## config.mk

```make
export PLATFORM = sky130hd
export DESIGN_NAME = hmx_partw_top
export DESIGN_NICKNAME = d
export VERILOG_FILES = /design/src/rtl/hmx_pkg.sv /design/src/rtl/hmx_lane_mix.sv /design/src/rtl/hmx_stage1.sv /design/src/rtl/hmx_stage2.sv /design/src/rtl/hmx_decode.sv /design/src/rtl/hmx_partw_top.sv
export SDC_FILE = /design/constraint.sdc
export NUM_CORES = 1
export LEC_CHECK = 0
export BUFFER_PORTS_ARGS = -buffer_cell sky130_fd_sc_hd__buf_2
export CAP_MARGIN = 15
export CORE_AREA = 2 2 221 223
export DETAILED_ROUTE_END_ITERATION = 10
export DIE_AREA = 0 0 223 225
export GPL_ROUTABILITY_DRIVEN = 0
export SYNTH_ARGS = -nofsm -noshare
export SYNTH_HDL_FRONTEND = slang
export SYNTH_SLANG_ARGS = --single-unit
```

## constraint.sdc

```tcl
create_clock -name clk -period 1.7 [get_ports clk]
set_input_delay 0.085 -clock clk [delete_from_list [all_inputs] [get_ports clk]]
set_output_delay 0.085 -clock clk [all_outputs]
set_load 0.005 [all_outputs]
```

## src/rtl/hmx_pkg.sv

```systemverilog
// Package: shared widths and constants for the partial-word expansion unit.
// Assumes lanes are LANE_W bits and lane 0 sits in the least significant bits.
package hmx_pkg;
    localparam int LANE_W   = 32;
    localparam int N_LANES  = 4;
    localparam int DATA_W   = LANE_W * N_LANES;
    localparam int ROT_M    = 15;   // rotation applied to the third operand
    localparam int ROT_FB   = 15;   // rotation on the lane 0 feedback into lane 3
    localparam int ROT_P_A  = 15;   // permutation rotation A
    localparam int ROT_P_B  = 23;   // permutation rotation B
    localparam int IDX_W    = 5;

    localparam logic [10:0] OPC_HI  = 11'b11001110011;  // word bits 31:21
    localparam logic [5:0]  OPC_MID = 6'b110000;        // word bits 15:10

    // Rotate a lane left by a fixed amount.
    function automatic logic [LANE_W-1:0] rol_lane(input logic [LANE_W-1:0] x, input int sh);
        logic [2*LANE_W-1:0] tmp;
        tmp = {x, x} << sh;
        return tmp[2*LANE_W-1:LANE_W];
    endfunction
endpackage

```

## src/rtl/hmx_lane_mix.sv

```systemverilog
// Module: hmx_lane_mix
// Applies the lane permutation y = x ^ rol(x,RA) ^ rol(x,RB).
// Purely combinational; assumes 0 < RA, RB < W.
module hmx_lane_mix #(
    parameter int W  = 32,
    parameter int RA = 15,
    parameter int RB = 23
) (
    input  logic [W-1:0] x,
    output logic [W-1:0] y
);
    logic [W-1:0] rot_a;
    logic [W-1:0] rot_b;

    assign rot_a = {x[W-1-RA:0], x[W-1:W-RA]};
    assign rot_b = {x[W-1-RB:0], x[W-1:W-RB]};

    // Three-way xor of the lane with its two rotations.
    always_comb begin
        y = x ^ rot_a ^ rot_b;
    end
endmodule

```

## src/rtl/hmx_stage1.sv

```systemverilog
// Module: hmx_stage1
// First pipeline stage: finishes lanes 0..LANES-2 and registers them,
// together with (acc xor opn) of the top lane, for use by stage 2.
// Assumes synchronous active-low reset; data registers load only on valid.
module hmx_stage1
    import hmx_pkg::*;
#(
    parameter int W     = LANE_W,
    parameter int LANES = N_LANES
) (
    input  logic                   clk,
    input  logic                   rst_n,
    input  logic                   in_valid,
    input  logic [W*LANES-1:0]     in_acc,
    input  logic [W*LANES-1:0]     in_opn,
    input  logic [W*LANES-1:0]     in_opm,
    output logic                   s1_valid,
    output logic [W*(LANES-1)-1:0] s1_low,
    output logic [W-1:0]           s1_top_dn
);
    localparam int LOW_W = W * (LANES - 1);

    logic [W*LANES-1:0] dn;
    logic [LOW_W-1:0]   low_pre;
    logic [LOW_W-1:0]   low_fin;

    assign dn = in_acc ^ in_opn;

    for (genvar i = 0; i < LANES - 1; i++) begin : g_low
        // Intermediate value: own (acc^opn) lane xor rotated next-higher opm lane.
        always_comb begin
            low_pre[i*W +: W] = dn[i*W +: W] ^ rol_lane(in_opm[(i+1)*W +: W], ROT_M);
        end

        hmx_lane_mix #(.W(W), .RA(ROT_P_A), .RB(ROT_P_B)) u_mix (
            .x (low_pre[i*W +: W]),
            .y (low_fin[i*W +: W])
        );
    end

    // Stage register: valid always tracks input, data loads only with valid.
    always_ff @(posedge clk) begin
        if (!rst_n) begin
            s1_valid  <= 1'b0;
            s1_low    <= '0;
            s1_top_dn <= '0;
        end else begin
            s1_valid <= in_valid;
            if (in_valid) begin
                s1_low    <= low_fin;
                s1_top_dn <= dn[(LANES-1)*W +: W];
            end
        end
    end
endmodule

```

## src/rtl/hmx_stage2.sv

```systemverilog
// Module: hmx_stage2
// Second pipeline stage: finishes the top lane from the registered lane 0
// result and registers the full output word.
// Assumes stage 1 holds its data when its valid is low.
module hmx_stage2
    import hmx_pkg::*;
#(
    parameter int W     = LANE_W,
    parameter int LANES = N_LANES
) (
    input  logic                   clk,
    input  logic                   rst_n,
    input  logic                   s1_valid,
    input  logic [W*(LANES-1)-1:0] s1_low,
    input  logic [W-1:0]           s1_top_dn,
    output logic                   out_valid,
    output logic [W*LANES-1:0]     out_result
);
    logic [W-1:0] top_pre;
    logic [W-1:0] top_fin;

    // Top-lane intermediate: carried (acc^opn) xor rotated finished lane 0.
    always_comb begin
        top_pre = s1_top_dn ^ rol_lane(s1_low[W-1:0], ROT_FB);
    end

    hmx_lane_mix #(.W(W), .RA(ROT_P_A), .RB(ROT_P_B)) u_mix_top (
        .x (top_pre),
        .y (top_fin)
    );

    // Output register: holds its value between valid results.
    always_ff @(posedge clk) begin
        if (!rst_n) begin
            out_valid  <= 1'b0;
            out_result <= '0;
        end else begin
            out_valid <= s1_valid;
            if (s1_valid) begin
                out_result <= {top_fin, s1_low};
            end
        end
    end
endmodule

```

## src/rtl/hmx_decode.sv

```systemverilog
// Module: hmx_decode
// Combinational legality check of a 32-bit instruction word and extraction
// of the three register indices. Assumes the fixed opcode fields of hmx_pkg.
module hmx_decode
    import hmx_pkg::*;
(
    input  logic [31:0]      insn_word,
    input  logic             feat_en,
    output logic             dec_legal,
    output logic             dec_undef,
    output logic [IDX_W-1:0] dec_rd,
    output logic [IDX_W-1:0] dec_rn,
    output logic [IDX_W-1:0] dec_rm
);
    logic pat_hit;

    // Pattern match on both fixed fields.
    always_comb begin
        pat_hit = (insn_word[31:21] == OPC_HI) && (insn_word[15:10] == OPC_MID);
    end

    // Classify: legal only with the feature enabled, undefined otherwise.
    always_comb begin
        dec_legal = pat_hit && feat_en;
        dec_undef = pat_hit && !feat_en;
    end

    // Index fields are extracted unconditionally.
    always_comb begin
        dec_rm = insn_word[20:16];
        dec_rn = insn_word[9:5];
        dec_rd = insn_word[4:0];
    end
endmodule

```

## src/rtl/hmx_partw_top.sv

```systemverilog
// Module: hmx_partw_top
// Two-stage partial-word message-expansion datapath plus decode check.
// Fixed latency of two cycles, one operation per cycle, no backpressure.
module hmx_partw_top
    import hmx_pkg::*;
(
    input  logic              clk,
    input  logic              rst_n,
    input  logic              in_valid,
    input  logic [127:0]      in_acc,
    input  logic [127:0]      in_opn,
    input  logic [127:0]      in_opm,
    output logic              out_valid,
    output logic [127:0]      out_result,
    input  logic [31:0]       insn_word,
    input  logic              feat_en,
    output logic              dec_legal,
    output logic              dec_undef,
    output logic [4:0]        dec_rd,
    output logic [4:0]        dec_rn,
    output logic [4:0]        dec_rm
);
    localparam int LOW_W = LANE_W * (N_LANES - 1);

    logic             s1_valid;
    logic [LOW_W-1:0] s1_low;
    logic [LANE_W-1:0] s1_top_dn;

    hmx_stage1 #(.W(LANE_W), .LANES(N_LANES)) u_s1 (
        .clk       (clk),
        .rst_n     (rst_n),
        .in_valid  (in_valid),
        .in_acc    (in_acc),
        .in_opn    (in_opn),
        .in_opm    (in_opm),
        .s1_valid  (s1_valid),
        .s1_low    (s1_low),
        .s1_top_dn (s1_top_dn)
    );

    hmx_stage2 #(.W(LANE_W), .LANES(N_LANES)) u_s2 (
        .clk        (clk),
        .rst_n      (rst_n),
        .s1_valid   (s1_valid),
        .s1_low     (s1_low),
        .s1_top_dn  (s1_top_dn),
        .out_valid  (out_valid),
        .out_result (out_result)
    );

    hmx_decode u_dec (
        .insn_word (insn_word),
        .feat_en   (feat_en),
        .dec_legal (dec_legal),
        .dec_undef (dec_undef),
        .dec_rd    (dec_rd),
        .dec_rn    (dec_rn),
        .dec_rm    (dec_rm)
    );
endmodule

```

## Word-level counts from Yosys, hierarchy flattened

Cells that the tools add are included.

- Input bits: 420
- Register bits after elaboration: 258
- Output and inout port bits: 146

- Reductions and logical operators: 4
- Eq/ne operators: 2
- Bitwise logic cells: 13

Operator list:

| cell | count |
|---|---|
| $xor 32x32->32 | 12 |
| $xor 128x128->128 | 1 |
| $eq 11x11->1 const B | 1 |
| $eq 6x6->1 const B | 1 |
| $logic_and 1x1->1 | 3 |
| $logic_not 1->1 | 1 |

## Logic depth before layout (Yosys ltp)

Gate-level depths: netlist (run 1).

- Depth in word-level cells: 4
- Gate-level depth with buffers: 8

## Cells and area by module

A second synthesis (run 1) with hierarchy kept.

- Cells, all modules: 1241
- Area, all modules: 15118.2 µm²

Modules (own cells, without submodules):

| module | seq. area each (µm²) | cells an instance | area each (µm²) | times used |
|---|---|---|---|---|
| hmx_stage1 | 2582.5 | 642 | 6618.8 | 1 |
| hmx_stage2 | 2582.5 | 447 | 5266.3 | 1 |
| hmx_lane_mix | 0.0 | 32 | 764.5 | 4 |
| hmx_decode | 0.0 | 24 | 175.2 | 1 |

## Least setup slack after synthesis (run 1)

Ideal clock, no wire load.

- Kind: register to register
- Start: register u_s1.s1_valid
- End: register u_s2.out_result[46]
- Arrival: 1.172 ns
- Data required time: 1.572 ns
- Slack: 0.401 ns
- Cell stages (with the launch flop): 6
- Cells stage by stage: dfxtp_1 > clkbuf_1 > buf_2 > buf_2 > mux2i_1 > nor2_1

RTL lines:

| item | line | RTL |
|---|---|---|
| start, declared | hmx_stage1.sv:17 | `output logic s1_valid,` |
| start signal, assigned | hmx_stage1.sv:48 | `s1_valid <= in_valid;` |
| end signal, assigned | hmx_stage2.sv:40 | `out_result <= {top_fin, s1_low};` |
| end, declared | hmx_stage2.sv:17 | `output logic [W*LANES-1:0] out_result` |

## Worst setup path after layout (run 1)

- Start: register u_s1.s1_low[11]
- End: register u_s2.out_result[113]

- Word-level cells in the longest chain between the ends: 2

RTL lines:

| item | line | RTL |
|---|---|---|
| start, declared | hmx_stage1.sv:18 | `output logic [W*(LANES-1)-1:0] s1_low,` |
| start signal, assigned | hmx_stage1.sv:50 | `s1_low <= low_fin;` |
| $xor 32x32->32 | hmx_stage2.sv:24 | `top_pre = s1_top_dn ^ rol_lane(s1_low[W-1:0], ROT_FB);` |
| $xor 32x32->32 | hmx_lane_mix.sv:20 | `y = x ^ rot_a ^ rot_b;` |

No other way between the ends.
A chain may end at the register's enable or synchronous reset.

==> results.sh, run 1 <==
export IMPL_outcome="finished, final reports clean"
export IMPL_end_kind="register"
export IMPL_syn_area_um2=14100
export IMPL_met2_wirelength_um=23600
export IMPL_hold_depth=4
export IMPL_grt_pass1_wl_um=70900
export IMPL_start_util=0.296
export IMPL_drive_gt1_frac=0.376
export IMPL_cts_setup_buffers=0
export IMPL_top_level_ports=566
export IMPL_ctsLongestPathBuffers=3
export IMPL_cap_violations=0
export IMPL_routed_wl_um=48100
export IMPL_place_hpwl_um=37100
export IMPL_slew_viol_final=0
export IMPL_fp_dieW_um=223
export IMPL_ir_worst_vdd_mv=0.759
export IMPL_wl_met1_um=20400
export IMPL_tns_ps=0
export IMPL_hp_start="in_valid"
export IMPL_multi_input_area_um2=8460
export IMPL_synth_cells=1289
export IMPL_p_per_area_nw_per_um2=1060
export IMPL_critPathKind="register to register"
export IMPL_vias=11700
export IMPL_place_inst=2369
export IMPL_dpl_instance_area_um2=17500
export IMPL_crit_start="u_s1.s1_low[11]"
export IMPL_synth_cell_types=28
export IMPL_final_setup_skew_ps=34.1
export IMPL_initialDrtViolationCount=572
export IMPL_coreArea_um2=47500
export IMPL_cts_tree="yes"
export IMPL_synth_most_common_cell="dfxtp_1"
export IMPL_slew_headroom=0.655
export IMPL_synth_edff_count=0
export IMPL_fillers=4639
export IMPL_grt_max_degree=97
export IMPL_rows=80
export IMPL_place_ws_ps=98.7
export IMPL_post_cts_resized=0
export IMPL_dr_wl_met3_um=2550
export IMPL_top_layer_used="met5"
export IMPL_antenna_left=0
export IMPL_hp_class="input pin to register"
export IMPL_numCtsBuffers=31
export IMPL_fin_crit_ps=1520
export IMPL_die_area_um2=50200
export IMPL_seq_area_frac_synth=0.367
export IMPL_fin_hold_ws_ps=69.8
export IMPL_first_pass_iters=5
export IMPL_fin_cells=2492
export IMPL_synthToLayoutAreaGrowth_pct=36.6
export IMPL_antenna_found_initial=2
export IMPL_synth_seq_cells=258
export IMPL_cp_start_kind="register"
export IMPL_syn_nets=1709
export IMPL_viasPerCell=4.68
export IMPL_whs_endpoint="u_s1.s1_top_dn[12]"
export IMPL_max_freq_mhz=659
export IMPL_overflow=0
export IMPL_fin_area_um2=19200
export IMPL_drc=0
export IMPL_io_buffers=503
export IMPL_regArea_um2=5170
export IMPL_synth_top_area_cell="dfxtp_1"
export IMPL_fin_crit_sh=0.893
export IMPL_cts_root_buf="clkbuf_16"
export IMPL_worst_pin_slew_ps=518
export IMPL_cts_sinks=258
export IMPL_arrival_ps=2030
export IMPL_nNetsFinal=2272
export IMPL_grt_setup_unrepaired="false"
export IMPL_reg2reg_slack_ps=180
export IMPL_critPathMaxFanout=3
export IMPL_setup_ws_ps=183
export IMPL_yosys_top_cells_count="258 x dfxtp_1, 160 x nor2_1, 155 x xnor2_1, 153 x mux2i_1, 69 x xor2_1"
export IMPL_cts_htree_levels=1
export IMPL_clock_latency_ps=590
export IMPL_fin_util=0.404
export IMPL_reg2regPathDepth=4
export IMPL_reg2reg_from="u_s1.s1_low[11]"
export IMPL_hold_violations=0
export IMPL_synth_ff_type="dfxtp_1"
export IMPL_rr_endpoint="u_s2.out_result[113]"
export IMPL_synth_area_per_cell_um2=10.9
export IMPL_synth_top_cell_area_share=0.367
export IMPL_track_usage=0.185
export IMPL_p_leak_nw=9.22
export IMPL_clk_pin_slew_ps=60
export IMPL_design_power_total_mw=20.3
export IMPL_fp_dieH_um=225
export IMPL_required_ps=2210
export IMPL_synth_area_top_cells="dfxtp_1 37%, mux2i_1 11%, xnor2_1 9.7%"
export IMPL_wl_per_cell_um=19.3
export IMPL_grt_pass1_vias=12000
export IMPL_synth_warnings=0
export IMPL_setup_viol=0
export IMPL_async_reset_ff_frac=0
-- kinds of logic (layout without fill, tap and decap cells) --
| logic type | Yosys count | in the layout | share of synthesized area |
|---|---|---|---|
| buf+inv | 95 | 681 | 0.0311 |
| simple gates | 303 | 303 | 0.0985 |
| flops | 258 | 258 | 0.367 |
| other cells | 0 | 2 | 0 |
| compound gates | 160 | 160 | 0.0975 |
| mux | 153 | 153 | 0.109 |
| xor+xnor | 320 | 320 | 0.297 |
-- how the worst max path moves through the flow --
stage	cells past startpoint	endpoint
after CTS	4	u_s2.out_result[125]
after detailed placement	5	u_s1.s1_low[17]
final	4	u_s2.out_result[113]
after floorplan	5	u_s2.out_result[46]
after global routing	4	u_s2.out_result[125]
after global placement	5	u_s1.s1_low[17]
-- layout by cell type (no fill, tap or decap), types with 4 or more instances in the layout --
master,instances
buf_2,502
dfxtp_1,257
nor2_1,160
xnor2_1,155
mux2i_1,153
xor2_1,69
dlygate4sd3_1,65
a211oi_1,64
xnor3_1,60
a31o_2,55
buf_4,43
and3_1,39
nor3_1,39
a311o_1,39
xnor3_2,36
clkbuf_16,31
nand2_1,29
nand2b_1,27
buf_12,12
clkinv_2,7
bufinv_16,4
clkbuf_8,4
clkbuf_1,4
-- critical path: stages (launching register included) --
cell and delay [ps]:
dfxtp_1 410, xor2_1 410, xnor2_1 210, xnor2_1 160
a211oi_1 240
-- state kept, by name, summed over array words and instances (netlist names) --
| name | count |
|---|---|
| u_s1.s1_low | 96 |
| u_s2.out_result | 128 |
| u_s1.s1_top_dn | 32 |
| u_s1.s1_valid | 1 |
| u_s2.out_valid | 1 |
-- routing by layer --
layer | global-route usage | vias up
met5 | 0 | -
li1 | - | 5688
met3 | 0.0309 | 76
met1 | 0.224 | 5531
met4 | 0.0632 | 2
met2 | 0.331 | 377
-- cell type report --
class                   count  area share
clock inverters            17      0.0114
inverters                   3    0.000782
well taps                 615      0.0401
repair buffers            622       0.194
clock buffers              39      0.0440
multi-input cells         936       0.440
diodes                      2    0.000261
flip-flops and latches    258       0.269
-- where the power goes --
part | total (mW) | switching [mW] | internal (mW)
registers | 7.21 | 0.486 | 6.72
logic | 6.22 | 2.92 | 3.29
clock network | 6.91 | 2.77 | 4.14
-- what timing repair did --
action	in CTS	in global routing
hold buffers	65	0
endpoints found under the setup margin	0	0
endpoints found under the hold margin	40	0
Note: power is estimated with default switching activity, not from simulation.
==> run 2: changes to the inputs <==
CORE_AREA = 2 2 220 222   (was 2 2 221 223)
DIE_AREA = 0 0 222 224   (was 0 0 223 225)
==> run 2 against run 1 <==
Effect of this change: cell count decreased by 0.36%; largest cell class unchanged; largest power group unchanged; via count increased by 0.43%; sequential power about the same; utilization decreased by 0.064 points.
==> results.sh, run 2 (synthesis gave the netlist of run 1 again) <==
export IMPL_viasPerCell=4.72
export IMPL_grt_max_degree=97
export IMPL_io_buffers=503
export IMPL_cts_tree="yes"
export IMPL_track_usage=0.190
export IMPL_reg2reg_slack_ps=170
export IMPL_slew_headroom=0.515
export IMPL_place_hpwl_um=37300
export IMPL_required_ps=2230
export IMPL_dpl_instance_area_um2=17300
export IMPL_tns_ps=0
export IMPL_fp_dieH_um=224
export IMPL_setup_viol=0
export IMPL_numCtsBuffers=30
export IMPL_vias=11700
export IMPL_end_kind="register"
export IMPL_slew_viol_final=0
export IMPL_fp_dieW_um=222
export IMPL_rows=80
export IMPL_routed_wl_um=49000
export IMPL_outcome="finished, final reports clean"
export IMPL_fin_util=0.403
export IMPL_hp_class="input pin to register"
export IMPL_overflow=0
export IMPL_final_cell_mix="502 x buf_2, 257 x dfxtp_1, 160 x nor2_1, 155 x xnor2_1, 153 x mux2i_1"
export IMPL_grt_setup_unrepaired="false"
export IMPL_hold_violations=0
export IMPL_wl_per_cell_um=19.7
export IMPL_max_freq_mhz=594
export IMPL_critPathKind="input pin to register"
export IMPL_nNetsFinal=2260
export IMPL_grt_pass1_wl_um=71700
export IMPL_layout_commonest_cell="buf_2"
export IMPL_cts_setup_buffers=0
export IMPL_top_level_ports=566
export IMPL_critPathMaxFanout=1
export IMPL_clk_pin_slew_ps=60
export IMPL_cts_htree_levels=1
export IMPL_ir_worst_vdd_mv=0.832
export IMPL_clock_latency_ps=590
export IMPL_cp_start_kind="input pin"
export IMPL_fin_cells=2483
export IMPL_reg_largest_list="u_s2.out_result: 128 flops, u_s1.s1_low: 96 flops, u_s1.s1_top_dn: 32 flops"
export IMPL_antenna_found_initial=7
export IMPL_start_util=0.297
export IMPL_die_area_um2=49700
export IMPL_antenna_left=0
export IMPL_initialDrtViolationCount=621
export IMPL_p_per_area_nw_per_um2=1060
export IMPL_coreArea_um2=47300
export IMPL_final_setup_skew_ps=39.4
export IMPL_cts_sinks=258
export IMPL_p_leak_nw=9.16
export IMPL_place_inst=2355
export IMPL_largest_register_ffs=128
export IMPL_largest_register="u_s2.out_result"
export IMPL_cap_violations=0
export IMPL_grt_pass1_vias=12000
export IMPL_cts_root_buf="clkbuf_16"
export IMPL_fin_crit_ps=1680
export IMPL_drc=0
export IMPL_first_pass_iters=6
export IMPL_fin_crit_sh=0.991
export IMPL_synthToLayoutAreaGrowth_pct=35.8
export IMPL_worst_pin_slew_ps=728
export IMPL_fillers=4594
export IMPL_arrival_ps=2220
export IMPL_ctsLongestPathBuffers=3
export IMPL_drive_gt1_frac=0.371
export IMPL_fin_hold_ws_ps=57.1
export IMPL_fin_area_um2=19100
==> run 2: cell types whose count changed in the layout (fill, tap and decap cells not counted), sizes merged <==
cell,previous run,this run
buf,557,543
clkbuf,39,42
clkinvlp,3,0
diode,2,5
dlygate4sd3,65,68
inv,5,4
==> run 2: area by class of cell <==
cell class	instances	area [µm²]	area share
antenna	5	12.5	0.000655
clock buffer	42	876	0.0459
clock inverter	13	185	0.00970
inverter	3	15.0	0.000786
multi-input combinational	936	8470	0.443
sequential	258	5170	0.271
tap	615	769	0.0403
timing repair buffer	611	3600	0.189
==> run 2: worst paths after layout <==
| kind | from | endpoint | depth (start not counted) |
|---|---|---|---|
| worst max register to register | u_s1.s1_low[15] | u_s2.out_result[109] | 4 |
| worst max-delay path | in_acc[114] | u_s1.s1_top_dn[18] | 6 |
| worst min register to register | u_s1.s1_low[78] | u_s2.out_result[78] | 2 |
| worst min-delay path | rst_n | u_s1.s1_valid | 4 |
==> run 2: repair_timing <==
action,4_1_cts,5_1_grt
hold buffers,68,1
endpoints found under the setup margin,0,2
gates resized for setup,0,2
endpoints found under the hold margin,32,1
==> run 2: per-layer routing <==
metal  part of all wire  track usage  wire (µm)
met4              0.036       0.0782       1790
met3              0.065       0.0409       3180
met1               0.42        0.229      20400
met5            0.00055            0         27
met2               0.48        0.327      23600
==> run 2: critical path, stage by stage <==
cell and delay, ps:
dlygate4sd3_1 530, buf_2 120, xnor2_1 110, dlygate4sd3_1 570, a211oi_1 230, dlygate4sd3_1 570
==> run 2: power by group <==
part | switching, mW | internal, mW | total (mW)
clock | 2.73 | 4.19 | 6.92
sequential | 0.507 | 6.72 | 7.23
combinational | 2.90 | 3.22 | 6.12
total | 6.13 | 14.1 | 20.3
==> run 2: per-stage QoR <==
step	setup slack, ps	total power [mW]
CTS	50.0	20.5
floorplan	401	11.2
global route	14.0	21.2
finish	15.5	20.3
global placement	92.6	13.2
detailed placement	80.2	13.3
==> run 3: changes to the inputs <==
CORE_AREA = 2 2 218 220   (was 2 2 220 222)
CTS_CLUSTER_SIZE = 16   (was not set)
DIE_AREA = 0 0 220 222   (was 0 0 222 224)
==> run 3 against run 2 <==
Effect of this change: clock power fell by 10%; combinational power rose by 0.7%; cell area is 0.50% lower; cell count down 0.44%; clock-buffer cell count is 3 higher; register-to-register slack worse by 20 ps; critical path depth down 2; wire length down 2.0%; largest cell class unchanged; largest power group unchanged.
==> results.sh, run 3 (synthesis gave the netlist of run 1 again) <==
export IMPL_required_ps=2200
export IMPL_arrival_ps=2040
export IMPL_track_usage=0.190
export IMPL_cts_sinks=258
export IMPL_p_per_area_nw_per_um2=1030
export IMPL_cp_start_kind="register"
export IMPL_grt_pass1_vias=11900
export IMPL_reg_largest_list="u_s2.out_result: 128 flops, u_s1.s1_low: 96 flops, u_s1.s1_top_dn: 32 flops"
export IMPL_ir_worst_vdd_mv=0.757
export IMPL_fin_crit_ps=1550
export IMPL_largest_register_ffs=128
export IMPL_critPathMaxFanout=3
export IMPL_io_buffers=503
export IMPL_fillers=4526
export IMPL_vias=11700
export IMPL_fp_dieW_um=220
export IMPL_overflow=0
export IMPL_final_cell_mix="502 x buf_2, 257 x dfxtp_1, 160 x nor2_1, 154 x xnor2_1, 153 x mux2i_1"
export IMPL_nNetsFinal=2264
export IMPL_p_leak_nw=9.12
export IMPL_antenna_found_initial=3
export IMPL_grt_max_degree=67
export IMPL_top_level_ports=566
export IMPL_setup_ws_ps=153
export IMPL_fp_dieH_um=222
export IMPL_critPathKind="register to register"
export IMPL_routed_wl_um=48000
export IMPL_hp_class="input pin to register"
export IMPL_rows=79
export IMPL_grt_pass1_wl_um=71000
export IMPL_numCtsBuffers=29
export IMPL_synthToLayoutAreaGrowth_pct=35.1
export IMPL_initialDrtViolationCount=646
export IMPL_antenna_left=0
export IMPL_wl_per_cell_um=19.4
export IMPL_worst_pin_slew_ps=664
export IMPL_first_pass_iters=5
export IMPL_place_hpwl_um=37000
export IMPL_setup_viol=0
export IMPL_final_setup_skew_ps=7.03
export IMPL_cap_violations=0
export IMPL_drc=0
export IMPL_cts_htree_levels=1
export IMPL_die_area_um2=48800
export IMPL_cts_root_buf="clkbuf_16"
export IMPL_tns_ps=0
export IMPL_layout_commonest_cell="buf_2"
export IMPL_ctsLongestPathBuffers=3
export IMPL_fin_util=0.411
export IMPL_outcome="finished, final reports clean"
export IMPL_cts_setup_buffers=0
export IMPL_start_util=0.304
export IMPL_max_freq_mhz=646
export IMPL_fin_crit_sh=0.910
export IMPL_cts_tree="yes"
export IMPL_coreArea_um2=46300
export IMPL_place_ws_ps=75.6
export IMPL_slew_headroom=0.558
export IMPL_clk_pin_slew_ps=60
export IMPL_grt_setup_unrepaired="false"
export IMPL_hold_violations=0
export IMPL_clock_latency_ps=580
export IMPL_drive_gt1_frac=0.371
export IMPL_viasPerCell=4.73
export IMPL_largest_register="u_s2.out_result"
export IMPL_slew_viol_final=0
export IMPL_end_kind="register"
==> run 3: cell count changes in the layout (fill, tap and decap cells not counted), moves of 2 or more <==
cell,change
a211oi_1,+2
a211oi_2,-2
buf_12,+2
buf_4,+7
bufinv_16,-3
clkbuf_1,+4
clkinv_2,-3
diode_2,-3
dlygate4sd3_1,-4
==> run 3: what timing repair did <==
item,in CTS,in global routing
endpoints found under the setup margin,0,1
resized for setup,0,1
endpoints found under the hold margin,32,0
hold buffers,64,0
==> run 3: layout make-up <==
class / count / area (µm²) / share of cell area
Sequential cell: 258 / 5170 / 0.272
Timing Repair Buffer: 616 / 3650 / 0.192
Tap cell: 607 / 759 / 0.0400
Multi-Input combinational cell: 936 / 8460 / 0.445
Inverter: 3 / 15.0 / 0.000790
Clock inverter: 5 / 67.6 / 0.00356
Antenna cell: 2 / 5.00 / 0.000263
Clock buffer: 45 / 866 / 0.0456
==> run 3: power breakdown <==
group	switching, mW	internal [mW]	total, mW	leakage [nW]
Sequential	0.506	6.72	7.23	2.12
Combinational	2.90	3.26	6.16	6.55
Clock	2.60	3.63	6.23	0.456
Total	6.00	13.6	19.6	9.12
==> run 3: final timing paths <==
path,start,to,slack (ps),depth (start not counted)
worst min register to register,u_s2.out_result[123],u_s2.out_result[123],480,2
worst min-delay path,rst_n,u_s1.s1_valid,40,4
worst max-delay path,u_s1.s1_low[26],u_s2.out_result[105],150,4
worst max register to register,u_s1.s1_low[26],u_s2.out_result[105],150,4
==> run 3: metrics by stage <==
stage / std cells / instance area (µm²) / power (mW) / hold slack [ps]
after floorplan: 1289 / 14100 / 11.2 / 200
after global placement: 2356 / 17400 / 13.3 / 170
after detailed placement: 2356 / 17400 / 13.4 / 170
after CTS: 2470 / 19000 / 19.8 / 12.5
after global routing: 2472 / 19000 / 20.5 / 52.5
final: 2472 / 19000 / 19.6 / 44.1
==> run 3: worst max-delay path, cell delays in order, from the launching register on <==
cell and delay, ps:
dfxtp_1 360, xnor2_1 460, xnor2_1 230, xnor2_1 170, a211oi_1 230
==> run 3: per-layer routing <==
metal,GRT usage,share of wire,routed length (µm),vias up
met5,0,0.00021,10,-
met4,0.0647,0.030,1430,2
met3,0.0273,0.056,2690,82
met2,0.329,0.48,23200,376
met1,0.241,0.43,20700,5561
li1,-,-,-,5665
